--- src/rtl/irq_pick_pkg.sv ---
package irq_pick_pkg;
    localparam logic [1:0] PRIV_U = 2'd0;
    localparam logic [1:0] PRIV_S = 2'd1;
    localparam logic [1:0] PRIV_M = 2'd3;

    // guest interrupt positions; each sits one above its host counterpart
    localparam int GUEST_SW_BIT  = 2;
    localparam int GUEST_TMR_BIT = 6;
    localparam int GUEST_EXT_BIT = 10;
endpackage

--- src/rtl/irq_lsb_pick.sv ---
module irq_lsb_pick #(
    parameter int W  = 32,
    parameter int CW = $clog2(W)
) (
    input  logic [W-1:0]  vec,
    output logic          found,
    output logic [CW-1:0] idx
);
    always_comb begin
        idx = '0;
        for (int i = W - 1; i >= 0; i--) begin
            if (vec[i]) idx = CW'(i);
        end
        found = |vec;
    end
endmodule

--- src/rtl/irq_gate.sv ---
module irq_gate
    import irq_pick_pkg::*;
#(
    parameter int W = 32
) (
    input  logic [W-1:0] pend,
    input  logic [W-1:0] en,
    input  logic [W-1:0] deleg,
    input  logic [1:0]   priv,
    input  logic         m_gie,
    input  logic         s_gie,
    input  logic         hs_gie,
    input  logic         virt_on,
    output logic [W-1:0] set_out,
    output logic         from_hs
);
    localparam logic [W-1:0] GMASK = (W'(1) << GUEST_SW_BIT) |
                                     (W'(1) << GUEST_TMR_BIT) |
                                     (W'(1) << GUEST_EXT_BIT);

    logic [W-1:0] cand, host_c, guest_c, hs_hits, base;
    logic         m_on, s_on, hs_on;

    always_comb begin
        cand    = pend & en;
        host_c  = cand & ~GMASK;
        guest_c = (cand & GMASK) >> 1;
        m_on    = (priv < PRIV_M) || ((priv == PRIV_M) && m_gie);
        s_on    = (priv < PRIV_S) || ((priv == PRIV_S) && s_gie);
        hs_on   = (priv < PRIV_S) || ((priv == PRIV_S) && hs_gie);
        hs_hits = host_c & {W{hs_on}};
        base    = virt_on ? guest_c : host_c;
        if (virt_on && (|hs_hits)) begin
            set_out = hs_hits;
            from_hs = 1'b1;
        end else begin
            set_out = (base & ~deleg & {W{m_on}}) | (base & deleg & {W{s_on}});
            from_hs = 1'b0;
        end
    end
endmodule

--- src/rtl/irq_pick_top.sv ---
module irq_pick_top
    import irq_pick_pkg::*;
#(
    parameter int W       = 32,
    parameter int CW      = $clog2(W),
    parameter bit REG_OUT = 1'b1
) (
    input  logic          clk,
    input  logic          rst_n,
    input  logic          pend_wr,
    input  logic [W-1:0]  pend_mask,
    input  logic [W-1:0]  pend_val,
    output logic [W-1:0]  pend_old,
    output logic          hard_req,
    input  logic          claim_req,
    input  logic [W-1:0]  claim_bits,
    output logic [W-1:0]  claim_mask,
    output logic          claim_fail,
    input  logic [W-1:0]  irq_en,
    input  logic [W-1:0]  deleg,
    input  logic [1:0]    priv,
    input  logic          m_gie,
    input  logic          s_gie,
    input  logic          hs_gie,
    input  logic          virt_on,
    output logic          sel_valid,
    output logic [CW-1:0] sel_cause,
    output logic          sel_hs
);
    typedef struct packed {
        logic [W-1:0]  pend;
        logic [W-1:0]  old;
        logic [W-1:0]  claim;
        logic          cfail;
        logic          vld;
        logic [CW-1:0] cause;
        logic          hs;
    } state_t;

    state_t        st_d, st_q;
    logic [W-1:0]  set_w;
    logic          hs_w;
    logic          pick_found;
    logic [CW-1:0] pick_idx;

    irq_gate #(.W(W)) i_gate (
        .pend    (st_q.pend),
        .en      (irq_en),
        .deleg   (deleg),
        .priv    (priv),
        .m_gie   (m_gie),
        .s_gie   (s_gie),
        .hs_gie  (hs_gie),
        .virt_on (virt_on),
        .set_out (set_w),
        .from_hs (hs_w)
    );

    irq_lsb_pick #(.W(W), .CW(CW)) i_pick (
        .vec   (set_w),
        .found (pick_found),
        .idx   (pick_idx)
    );

    always_comb begin
        st_d = st_q;
        if (pend_wr) begin
            st_d.pend = (st_q.pend & ~pend_mask) | (pend_val & pend_mask);
            st_d.old  = st_q.pend;
        end
        if (claim_req) begin
            if (|(st_q.claim & claim_bits)) begin
                st_d.cfail = 1'b1;
            end else begin
                st_d.claim = st_q.claim | claim_bits;
                st_d.cfail = 1'b0;
            end
        end
        st_d.vld   = pick_found;
        st_d.cause = pick_found ? pick_idx : '0;
        st_d.hs    = pick_found && hs_w;
    end

    always_ff @(posedge clk or negedge rst_n) begin
        if (!rst_n) st_q <= '0;
        else        st_q <= st_d;
    end

    assign pend_old   = st_q.old;
    assign hard_req   = |st_q.pend;
    assign claim_mask = st_q.claim;
    assign claim_fail = st_q.cfail;

    generate
        if (REG_OUT) begin : g_reg
            assign sel_valid = st_q.vld;
            assign sel_cause = st_q.cause;
            assign sel_hs    = st_q.hs;
        end else begin : g_comb
            assign sel_valid = st_d.vld;
            assign sel_cause = st_d.cause;
            assign sel_hs    = st_d.hs;
        end
    endgenerate

    AST_PICK_IN_SET: assert property (@(posedge clk) disable iff (!rst_n)
        pick_found |-> set_w[pick_idx]) else $error("pick not in set");
    AST_PICK_LOWEST: assert property (@(posedge clk) disable iff (!rst_n)
        pick_found |-> ((set_w & ((W'(1) << pick_idx) - W'(1))) == '0)) else $error("pick not lowest");
    AST_NONE_ZERO: assert property (@(posedge clk) disable iff (!rst_n)
        !sel_valid |-> (sel_cause == '0)) else $error("cause nonzero");
    AST_HS_NEEDS_VALID: assert property (@(posedge clk) disable iff (!rst_n)
        sel_hs |-> sel_valid) else $error("hs without valid");
    AST_CLAIM_REFUSE: assert property (@(posedge clk) disable iff (!rst_n)
        (claim_req && (|(claim_mask & claim_bits))) |=> (claim_fail && $stable(claim_mask)))
        else $error("claim refuse");
    AST_CLAIM_GRANT: assert property (@(posedge clk) disable iff (!rst_n)
        (claim_req && !(|(claim_mask & claim_bits))) |=>
        (!claim_fail && (claim_mask == ($past(claim_mask) | $past(claim_bits)))))
        else $error("claim grant");
    AST_PEND_OLD: assert property (@(posedge clk) disable iff (!rst_n)
        pend_wr |=> (pend_old == $past(st_q.pend))) else $error("old value");
endmodule

--- config.mk ---
export PLATFORM = sky130hd
export DESIGN_NAME = irq_pick_top
export DESIGN_NICKNAME = d
export VERILOG_FILES = /design/src/rtl/irq_pick_pkg.sv /design/src/rtl/irq_lsb_pick.sv /design/src/rtl/irq_gate.sv /design/src/rtl/irq_pick_top.sv
export SDC_FILE = /design/constraint.sdc
export NUM_CORES = 1
export LEC_CHECK = 0
export BUFFER_PORTS_ARGS = -buffer_cell sky130_fd_sc_hd__buf_2
export CORE_ASPECT_RATIO = 0.5
export CORE_MARGIN = 5
export CORE_UTILIZATION = 49
export CTS_CLUSTER_DIAMETER = 50
export DETAILED_ROUTE_END_ITERATION = 10
export MAX_ROUTING_LAYER = met4
export PLACE_DENSITY = 0.81
export SYNTH_ARGS = -nofsm -noshare
export SYNTH_HDL_FRONTEND = slang
export SYNTH_HIERARCHICAL = 1
export SYNTH_SLANG_ARGS = --single-unit
--- constraint.sdc ---
create_clock -name clk -period 3.6 [get_ports clk]
set_input_delay 0.72 -clock clk [delete_from_list [all_inputs] [get_ports clk]]
set_output_delay 0.72 -clock clk [all_outputs]
set_load 0.01 [all_outputs]
==> impl_metrics.csv, run 1 <==
group,metric,value,unit
clock_network,postCtsSetupBuffers,0,
worst_setup_path,critPathCapture,"sel_cause[3]",
grt,grt_usage,23.34,%
worst_setup_path,crit_arrival,3390,ps
finish,nNetsFinal,913,
floorplanning,fp.dieW,165.1,um
detailed_routing,wl_per_cell,18.10,um
place,pre_cts_slack,111.2,ps
finish,multi_input_area,0.002564,mm2
clock_network,clkSlewWorstSetupHoldPaths,80,ps
timing,rsz0062_at_grt,"no",
timing,hold-worst-slack,417.2,ps
detailed_routing,drtIter0Drc,273,
clock_network,htreeDepth,3,
timing,final.setup.tns,0,ps
synth,ys_warn_count,6,
finish,post-route-util,59.37,%
synth,synth_seq_cells,104,
timing,tightestPinTransition,983.1,ps
synth,synth_edf_count,0,
timing,fin_crit,3164,ps
timing,setup_viol,0,
timing,setup_ws,436.0,ps
synth,synthCells,580,
synth,avgSynthCellArea,10.16,um2
synth,async_flop_share,100.0,%
timing,skew,6.045,ps
clock_network,cts_tree,"yes",
finish,layout_commonest_cell,"buf_2",
clock_network,cts_hold_buf,0,
place,io_buffers,239,
timing,relSlewSlack,34.46,%
grt,grt_first_pass_wirelength,25.80,mm
power,p_leak,3.413,nW
clock_network,cts_sinks,104,
floorplanning,die_h,87.56,um
synth,ys_seq_area_share,44.15,%
power,vdd_drop_max,0.0003639,V
timing,period_share,87.89,%
timing,drv_slew,0,
grt,grt_antenna_before_repair,0,
floorplanning,core,0.01181,mm2
worst_setup_path,crit_path_max_fanout,30,
worst_setup_path,reg2reg_depth,10,
clock_network,cts_made_buffers,9,
floorplanning,ioPinCount,243,
floorplanning,num_rows,28,
min_path,min_path_type,"in -> async",
floorplanning,fp.dieArea,0.01446,mm2
detailed_routing,vias,5090,
finish,area_delta_synth_final,18.91,%
grt,first_global_vias,5226,
detailed_routing,vias_per_cell,5.575,
clock_network,clock_latency,340,ps
worst_setup_path,critical_path_class,"reg -> reg",
finish,seq_area,0.002603,mm2
finish,nFillCells,1014,
timing,hold_viol_final,0,
synth,syn_area,0.005894,mm2
finish,layout-drive-gt1-share,45.32,%
detailed_routing,wirelength,16.53,mm
clock_network,clock_path_buffers,2,
grt,grt_remaining_overflow,0,
flow_run,max_cap_violations,0,
outcome,status,"finished, final reports clean",
place,dp_hpwl,12.96,mm
power,p_total,0.003534,W
worst_setup_path,worstSetupEndpointType,"register",
detailed_routing,drc,0,
clock_network,cts_resized,0,
detailed_routing,drtAntennaViolNets,0,
worst_setup_path,start_kind,"register",
detailed_routing,dr.pass1.iters,5,
synth,synth.distinct_cells,44,
worst_setup_path,rrSetupSlack,440,ps
finish,mostFrequentLayoutCells,"238 x buf_2, 104 x dfrtp_1, 68 x nand2_1, 64 x mux2_2, 37 x nor2_1",
place,place_congestion,0.9118,
timing,timing.fmax,0.3161,GHz
synth,ys.flop_type,"dfrtp_1",
worst_setup_path,required,3830,ps
floorplanning,start_util,49.93,%
worst_setup_path,r2r_end,"sel_cause[3]",
finish,antennaDiodeCount,0,
clock_network,cts_root_buf,"clkbuf_16",
grt,grt_max_degree,65,
power,cellPowerDensity,504.3,mW/mm2
[cell usage after synthesis (9+ instances only)]
cell type    n  area share, %
dfrtp_1    104             44
buf_4       74            9.4
nand2_1     68            4.3
mux2_2      64             12
nor2_1      37            2.4
a21oi_1     35            3.0
a31o_1      29            4.3
a211o_1     26            3.9
a22oi_1     17            2.2
nor4_1      15            1.6
nand4_1     13            1.4
clkbuf_1    12           0.76
inv_1        9           0.57
[metal layers]
metal | global-route usage (%) | part of all wire, %
met4 | 6.415 | 2.2
met3 | 6.112 | 8.4
met2 | 38.79 | 50
met1 | 28.55 | 39
met5 | - | 0
[critical path, cell delays in order, from the launching register on]
cell and delay [ps]:
dfrtp_1 450, a222oi_1 370, nand4_1 120, or3_1 330
o211ai_2 190, buf_12 210, a21oi_1 160, or4_4 590
nor3_2 190, nand4_1 220, and2_1 230
[cell type report]
class / instances / area share [%]
Clock buffer: 10 / 3.409
Clock inverter: 6 / 1.035
Inverter: 9 / 0.4820
Multi-Input combinational cell: 371 / 36.58
Sequential cell: 104 / 37.13
Tap cell: 165 / 2.945
Timing Repair Buffer: 248 / 18.42
[per-stage QoR]
stage | cell area [um2] | std cells
floorplan | 5902 | 582
detailed placement | 6698 | 897
global placement | 6698 | 897
finish | 7009 | 913
CTS | 7009 | 913
global route | 7009 | 913
[kinds of logic (layout without fill, tap and decap cells)]
kind of cell | Yosys count | in the layout | share of synthesized area [%]
AOI/OAI and AO/OA | 135 | 135 | 17.00
buffers and inverters | 107 | 273 | 12.48
DFF | 104 | 104 | 44.15
muxes | 67 | 67 | 12.74
other | 1 | 3 | 0.06362
and+or+nand+nor | 166 | 166 | 13.56
[power breakdown]
part / internal (W) / switching [W] / leakage (nW)
Clock: 0.000567 / 0.000449 / 0.150
Combinational: 0.000463 / 0.000489 / 2.01
Sequential: 0.00139 / 0.000181 / 1.25
Total: 0.00242 / 0.00112 / 3.41
[how the worst min path moves through the flow]
stage	start	endpoint	depth (start not counted)
floorplan	rst_n	asynchronous set/reset pin	0
global placement	claim_mask[6]	claim_mask[6]	1
detailed placement	claim_mask[18]	claim_mask[18]	1
CTS	rst_n	claim_mask[11]	1
global route	rst_n	claim_mask[11]	1
finish	rst_n	claim_mask[11]	1
Power figures use the tool's default switching activity.
==> inputs of run 2 (changes only) <==
ABC_AREA = 1   (was default)
CORE_UTILIZATION = 51   (was 49)
PLACE_DENSITY = 0.82   (was 0.81)
==> run 2 against run 1 <==
  * Non-clock buffer count grew 22
  * Sequential power shrank 11%
  * Setup slack lost 130 ps
  * Maximum frequency shrank 4.0%
  * Global-route usage grew 0.52 points
  * Die area grew 10%
  * Cell count grew 40%
  * Critical endpoint is now sel_cause[0]
  * Largest power group unchanged
  * Highest routed layer unchanged
==> impl_metrics.csv, run 2 <==
group,metric,value,unit
grt,grt_usage,23.87,%
worst_setup_path,cp_common_cell,"nand2_1",
floorplanning,fp.dieArea,0.01593,mm2
synth,ys.flop_type,"dfrtp_1",
clock_network,htreeDepth,3,
clock_network,clkSlewWorstSetupHoldPaths,80,ps
power,p_leak,4.287,nW
detailed_routing,drc,0,
detailed_routing,vias_per_cell,5.186,
power,p_total,0.003124,W
outcome,status,"finished, final reports clean",
worst_setup_path,worstSetupEndpointType,"register",
timing,rsz0062_at_grt,"no",
grt,gr-usage-met2,41.48,%
worst_setup_path,path_buf_inv,6,
synth,synth_edf_count,0,
clock_network,cts_root_buf,"clkbuf_16",
grt,grt_max_degree,97,
timing,skew,11.55,ps
floorplanning,start_util,52.95,%
synth,synthTopCellsByArea,"dfrtp_1 38%, nand2_1 14%, buf_4 8.1%, inv_1 6.5%, mux2_2 5.3%",
floorplanning,die_h,91.77,um
floorplanning,ioPinCount,243,
synth,avgSynthCellArea,7.342,um2
finish,multi_input_area,0.002972,mm2
worst_setup_path,reg2reg_depth,40,
worst_setup_path,crit_path_max_fanout,8,
synth,synth_top_area_share,38.16,%
worst_setup_path,r2r_end,"sel_cause[0]",
timing,hold_viol_final,0,
synth,async_flop_share,100.0,%
clock_network,cts_tree,"yes",
min_path,min_path_type,"in -> async",
detailed_routing,drtAntennaViolNets,0,
clock_network,clock_path_buffers,2,
synth,synth_largest_area_cell,"dfrtp_1",
clock_network,cts_made_buffers,9,
finish,layout_commonest_cell,"nand2_1",
clock_network,clock_latency,350,ps
worst_setup_path,rrSetupSlack,330,ps
synth,ys_seq_area_share,38.16,%
floorplanning,core,0.01288,mm2
worst_setup_path,crit_arrival,3580,ps
grt,grt_remaining_overflow,0,
worst_setup_path,crit_family,"simple AND/OR/NAND/NOR gates",
worst_setup_path,start_kind,"input pin",
finish,area_delta_synth_final,18.24,%
flow_run,max_cap_violations,0,
detailed_routing,vias,6617,
worst_setup_path,critical_path_class,"in -> reg",
synth,synth.most_common_cell,"nand2_1",
timing,hold-worst-slack,310.1,ps
finish,antennaDiodeCount,0,
synth,ys_warn_count,6,
timing,setup_viol,0,
clock_network,cts_hold_buf,0,
timing,fin_crit,3296,ps
finish,seq_area,0.002603,mm2
place,place_congestion,0.9098,
timing,period_share,91.55,%
detailed_routing,wl_per_cell,15.15,um
synth,synth_seq_cells,104,
grt,first_global_vias,6327,
floorplanning,fp.dieW,173.5,um
worst_setup_path,slowest_stage,"buf_4",
grt,busiest_layer,"met2",
grt,grt_first_pass_wirelength,30.62,mm
floorplanning,num_rows,29,
timing,timing.fmax,0.3034,GHz
place,io_buffers,239,
finish,nNetsFinal,1271,
grt,grt_util_met1,29.51,%
finish,mostFrequentLayoutCells,"249 x nand2_1, 238 x buf_2, 118 x inv_1, 104 x dfrtp_1, 87 x nor2_1",
worst_setup_path,required,3880,ps
detailed_routing,drtIter0Drc,510,
power,vdd_drop_max,0.0002432,V
power,cellPowerDensity,387.4,mW/mm2
clock_network,cts_sinks,104,
detailed_routing,dr.pass1.iters,5,
synth,syn_area,0.006820,mm2
grt,use_met3,5.053,%
grt,grt_antenna_before_repair,0,
finish,nFillCells,1141,
place,dp_hpwl,15.31,mm
synth,synthCells,929,
synth,synth_common_cells,"250 x nand2_1, 119 x inv_1, 104 x dfrtp_1",
synth,synth.distinct_cells,33,
detailed_routing,wirelength,19.33,mm
timing,drv_slew,0,
worst_setup_path,critPathMaxStageDelay,160,ps
finish,layout-drive-gt1-share,30.74,%
run 2: cell types whose count changed after synthesis, sizes merged, moves of 32 or more:
cell / delta
a31oi: +33
inv: +116
mux2: -32
a31o: -32
nor2: +54
nand2: +185
run 2: timing repair:
| action | CTS | global route |
|---|---|---|
| setup endpoints to repair | 0 | 6 |
| setup buffers | 0 | 1 |
| resized for setup | 0 | 9 |
run 2: how the worst max path moves through the flow:
stage	startpoint	end	slack, ps	cells after the start
floorplan	hs_gie	sel_cause[0]	380	45
global placement	hs_gie	sel_cause[0]	-40	44
detailed placement	hs_gie	sel_cause[0]	-110	40
CTS	hs_gie	sel_cause[0]	250	40
global route	hs_gie	sel_cause[0]	4	45
finish	hs_gie	sel_cause[0]	300	44
run 2: cell type report:
type / count / share of cell area [%]
clock inverters: 7 / 1.086
well taps: 170 / 2.638
multi-input cells: 589 / 36.85
clock buffers: 9 / 2.793
inverters: 127 / 6.253
repair buffers: 270 / 18.11
flip-flops and latches: 104 / 32.27
run 2: layer usage:
metal	routed length (um)	up-vias	part of all wire (%)
li1	-	3284	-
met1	8088	3053	42
met2	9678	243	50
met3	1247	37	6.5
met4	314	0	1.6
met5	0	-	0
run 2: cells by family (layout without fill, tap and decap cells):
logic type	after synthesis	after routing	synth area share [%]
compound gates	122	122	10.81
buf+inv	238	413	18.86
flops	104	104	38.16
mux	32	32	5.283
other cells	1	3	0.05498
simple gates	432	432	26.84
run 2: where the power goes:
part / switching, W / total [W] / leakage (nW) / internal, W
sequential: 0.000100 / 0.00139 / 1.08 / 0.00129
clock: 0.000487 / 0.000985 / 0.148 / 0.000498
combinational: 0.000424 / 0.000753 / 3.06 / 0.000329
run 2: metrics by stage:
stage / util (%) / area, um2 / setup TNS (ps) / setup slack, ps / std cells
after floorplan: - / 6828 / 0 / 375.4 / 931
after global placement: 59.85 / 7710 / -43.63 / -43.63 / 1259
after detailed placement: 59.85 / 7710 / -109.2 / -109.2 / 1259
after CTS: 62.28 / 8023 / 0 / 247.8 / 1275
after global routing: 62.60 / 8064 / 0 / 3.659 / 1276
final: 62.60 / 8064 / 0 / 304.1 / 1276
==> inputs of run 3 (changes only) <==
RECOVER_POWER = 25   (was default)
==> run 3 against run 2 <==
  * The run now ends with max-capacitance violations, max-slew violations left
  * Wire length is 0.28% lower
  * Die area stayed put
  * Final area is 0.26% lower
  * Via count hardly changed
  * Clock power hardly changed
  * Sequential share of layout area is 0.085 points higher
  * First-iteration DRC count is 2.5% higher
  * Sequential power hardly changed
  * Non-clock buffer count stayed put
  * Critical path type unchanged
  * Critical endpoint unchanged
==> impl_metrics.csv, run 3 (synthesized netlist as in run 2, its figures left out) <==
group,metric,value,unit
outcome,status,"finished, violations left",
outcome,violations,"max-capacitance violations, max-slew violations",
timing,rsz0062_at_grt,"no",
floorplanning,core,0.01288,mm2
power,seq_power_share,44.4,%
timing,fin_crit,3307,ps
timing,hold_viol_final,0,
floorplanning,start_util,52.95,%
worst_setup_path,reg2reg_depth,40,
finish,post-route-util,62.44,%
grt,grt_max_degree,97,
place,dp_hpwl,15.31,mm
detailed_routing,dr.pass1.iters,7,
detailed_routing,drtIter0Drc,523,
worst_setup_path,rrSetupSlack,310,ps
grt,grt_remaining_overflow,0,
detailed_routing,vias,6619,
detailed_routing,drc,0,
clock_network,cts_sinks,104,
detailed_routing,wirelength,19.28,mm
power,vdd_drop_max,0.0002473,V
timing,relSlewSlack,-28.69,%
min_path,worstHoldStart,"claim_fail",
worst_setup_path,crit_arrival,3590,ps
timing,timing.fmax,0.3024,GHz
power,p_sw_share,32.36,%
power,power_switching,0.001011,W
timing,skew,12.25,ps
clock_network,clock_path_buffers,2,
timing,tightestPinTransition,1930,ps
worst_setup_path,critPathMaxStageDelay,240,ps
worst_setup_path,cp_common_cell,"nand2_1",
floorplanning,fp.dieArea,0.01593,mm2
clock_network,clock_latency,340,ps
floorplanning,fp.dieW,173.5,um
worst_setup_path,critical_path_class,"in -> reg",
power,cellPowerDensity,388.3,mW/mm2
worst_setup_path,r2r_end,"sel_cause[0]",
finish,layout-drive-gt1-share,30.65,%
detailed_routing,drtAntennaViolNets,0,
timing,hold-worst-slack,493.5,ps
place,io_buffers,239,
power,p_leak,4.277,nW
worst_setup_path,crit_path_max_fanout,7,
worst_setup_path,slowest_stage,"o21ai_0",
clock_network,htreeDepth,3,
power,p_int,0.002112,W
power,power_frac_comb,24.1,%
finish,area_delta_synth_final,17.92,%
timing,drv_slew,132,
floorplanning,die_h,91.77,um
floorplanning,ioPinCount,243,
flow_run,max_cap_violations,2,
grt,grt_first_pass_wirelength,30.62,mm
grt,grt_usage,23.87,%
detailed_routing,vias_per_cell,5.187,
timing,period_share,91.85,%
floorplanning,num_rows,29,
clock_network,cts_made_buffers,9,
finish,nNetsFinal,1271,
worst_setup_path,start_kind,"input pin",
grt,grt_antenna_before_repair,0,
worst_setup_path,worstSetupEndpointType,"register",
timing,setup_viol,0,
finish,mostFrequentLayoutCells,"249 x nand2_1, 238 x buf_2, 118 x inv_1, 104 x dfrtp_1, 87 x nor2_1",
worst_setup_path,startpoint,"irq_en[21]",
place,place_congestion,0.9098,
min_path,hold_depth,2,
detailed_routing,wl_per_cell,15.11,um
worst_setup_path,critPathCapture,"sel_cause[0]",
min_path,min_path_type,"reg -> reg",
finish,antennaDiodeCount,0,
grt,first_global_vias,6327,
clock_network,clkSlewWorstSetupHoldPaths,80,ps
clock_network,cts_root_buf,"clkbuf_16",
power,p_clk_share,31.6,%
worst_setup_path,required,3880,ps
clock_network,cts_tree,"yes",
finish,layout_commonest_cell,"nand2_1",
-- run 3: cell count changes in the layout (fill, tap and decap cells not counted), sizes merged --
cell    previous run  this run
buf              270       267
clkbuf             9        12
-- run 3: area by class of cell --
class | count | area [um2]
clock inverters | 7 | 87.58
inverters | 127 | 504.2
well taps | 170 | 212.7
clock buffers | 9 | 225.2
multi-input cells | 589 | 2972
fillers | 1145 | 4838
repair buffers | 270 | 1439
flip-flops and latches | 104 | 2603
-- run 3: critical path, delay by kind of cell --
family                 cells  cell delay [ps]
AOI/OAI and AO/OA          2              340
buffers and inverters      5              440
and+or+nand+nor           34             2090
-- run 3: power by group through the flow --
stage	Sequential [W]	Clock (W)	Combinational [W]
2_1_floorplan	0.00137	0	0.000530
3_3_place_gp	0.00140	0	0.000724
3_5_place_dp	0.00141	0	0.000744
4_1_cts	0.00138	0.00101	0.000745
5_1_grt	0.00140	0.00106	0.000836
6_report	0.00139	0.000985	0.000752
-- run 3: worst min-delay path by stage --
stage / endpoint / slack, ps
CTS: asynchronous set/reset pin / 310
global route: claim_fail / 520
detailed placement: claim_fail / 470
finish: claim_fail / 490
global placement: claim_fail / 460
floorplan: asynchronous set/reset pin / 420
-- run 3: layer usage --
layer | part of all wire (%) | wire length [um] | vias up | global-route usage [%]
li1 | - | - | 3278 | -
met1 | 41 | 7960 | 3042 | 29.51
met2 | 50 | 9645 | 260 | 41.48
met3 | 7.0 | 1341 | 39 | 5.053
met4 | 1.7 | 327 | 0 | 3.915
met5 | 0 | 0 | - | -
-- run 3: metrics by stage --
step | worst slack (ps) | area [um2] | power, W | instances | setup TNS (ps)
floorplan | 375.4 | 6828 | 0.001898 | 931 | 0
global placement | -43.63 | 7710 | 0.002120 | 1259 | -43.63
detailed placement | -109.2 | 7710 | 0.002149 | 1259 | -109.2
CTS | 247.8 | 8023 | 0.003135 | 1275 | 0
global route | 3.659 | 8043 | 0.003294 | 1276 | 0
finish | 293.4 | 8043 | 0.003123 | 1276 | 0
-- run 3: repair_timing --
action | CTS | global route
setup buffers | 0 | 1
hold buffers | 0 | 0
setup endpoints to repair | 0 | 6
gates resized for setup | 0 | 9
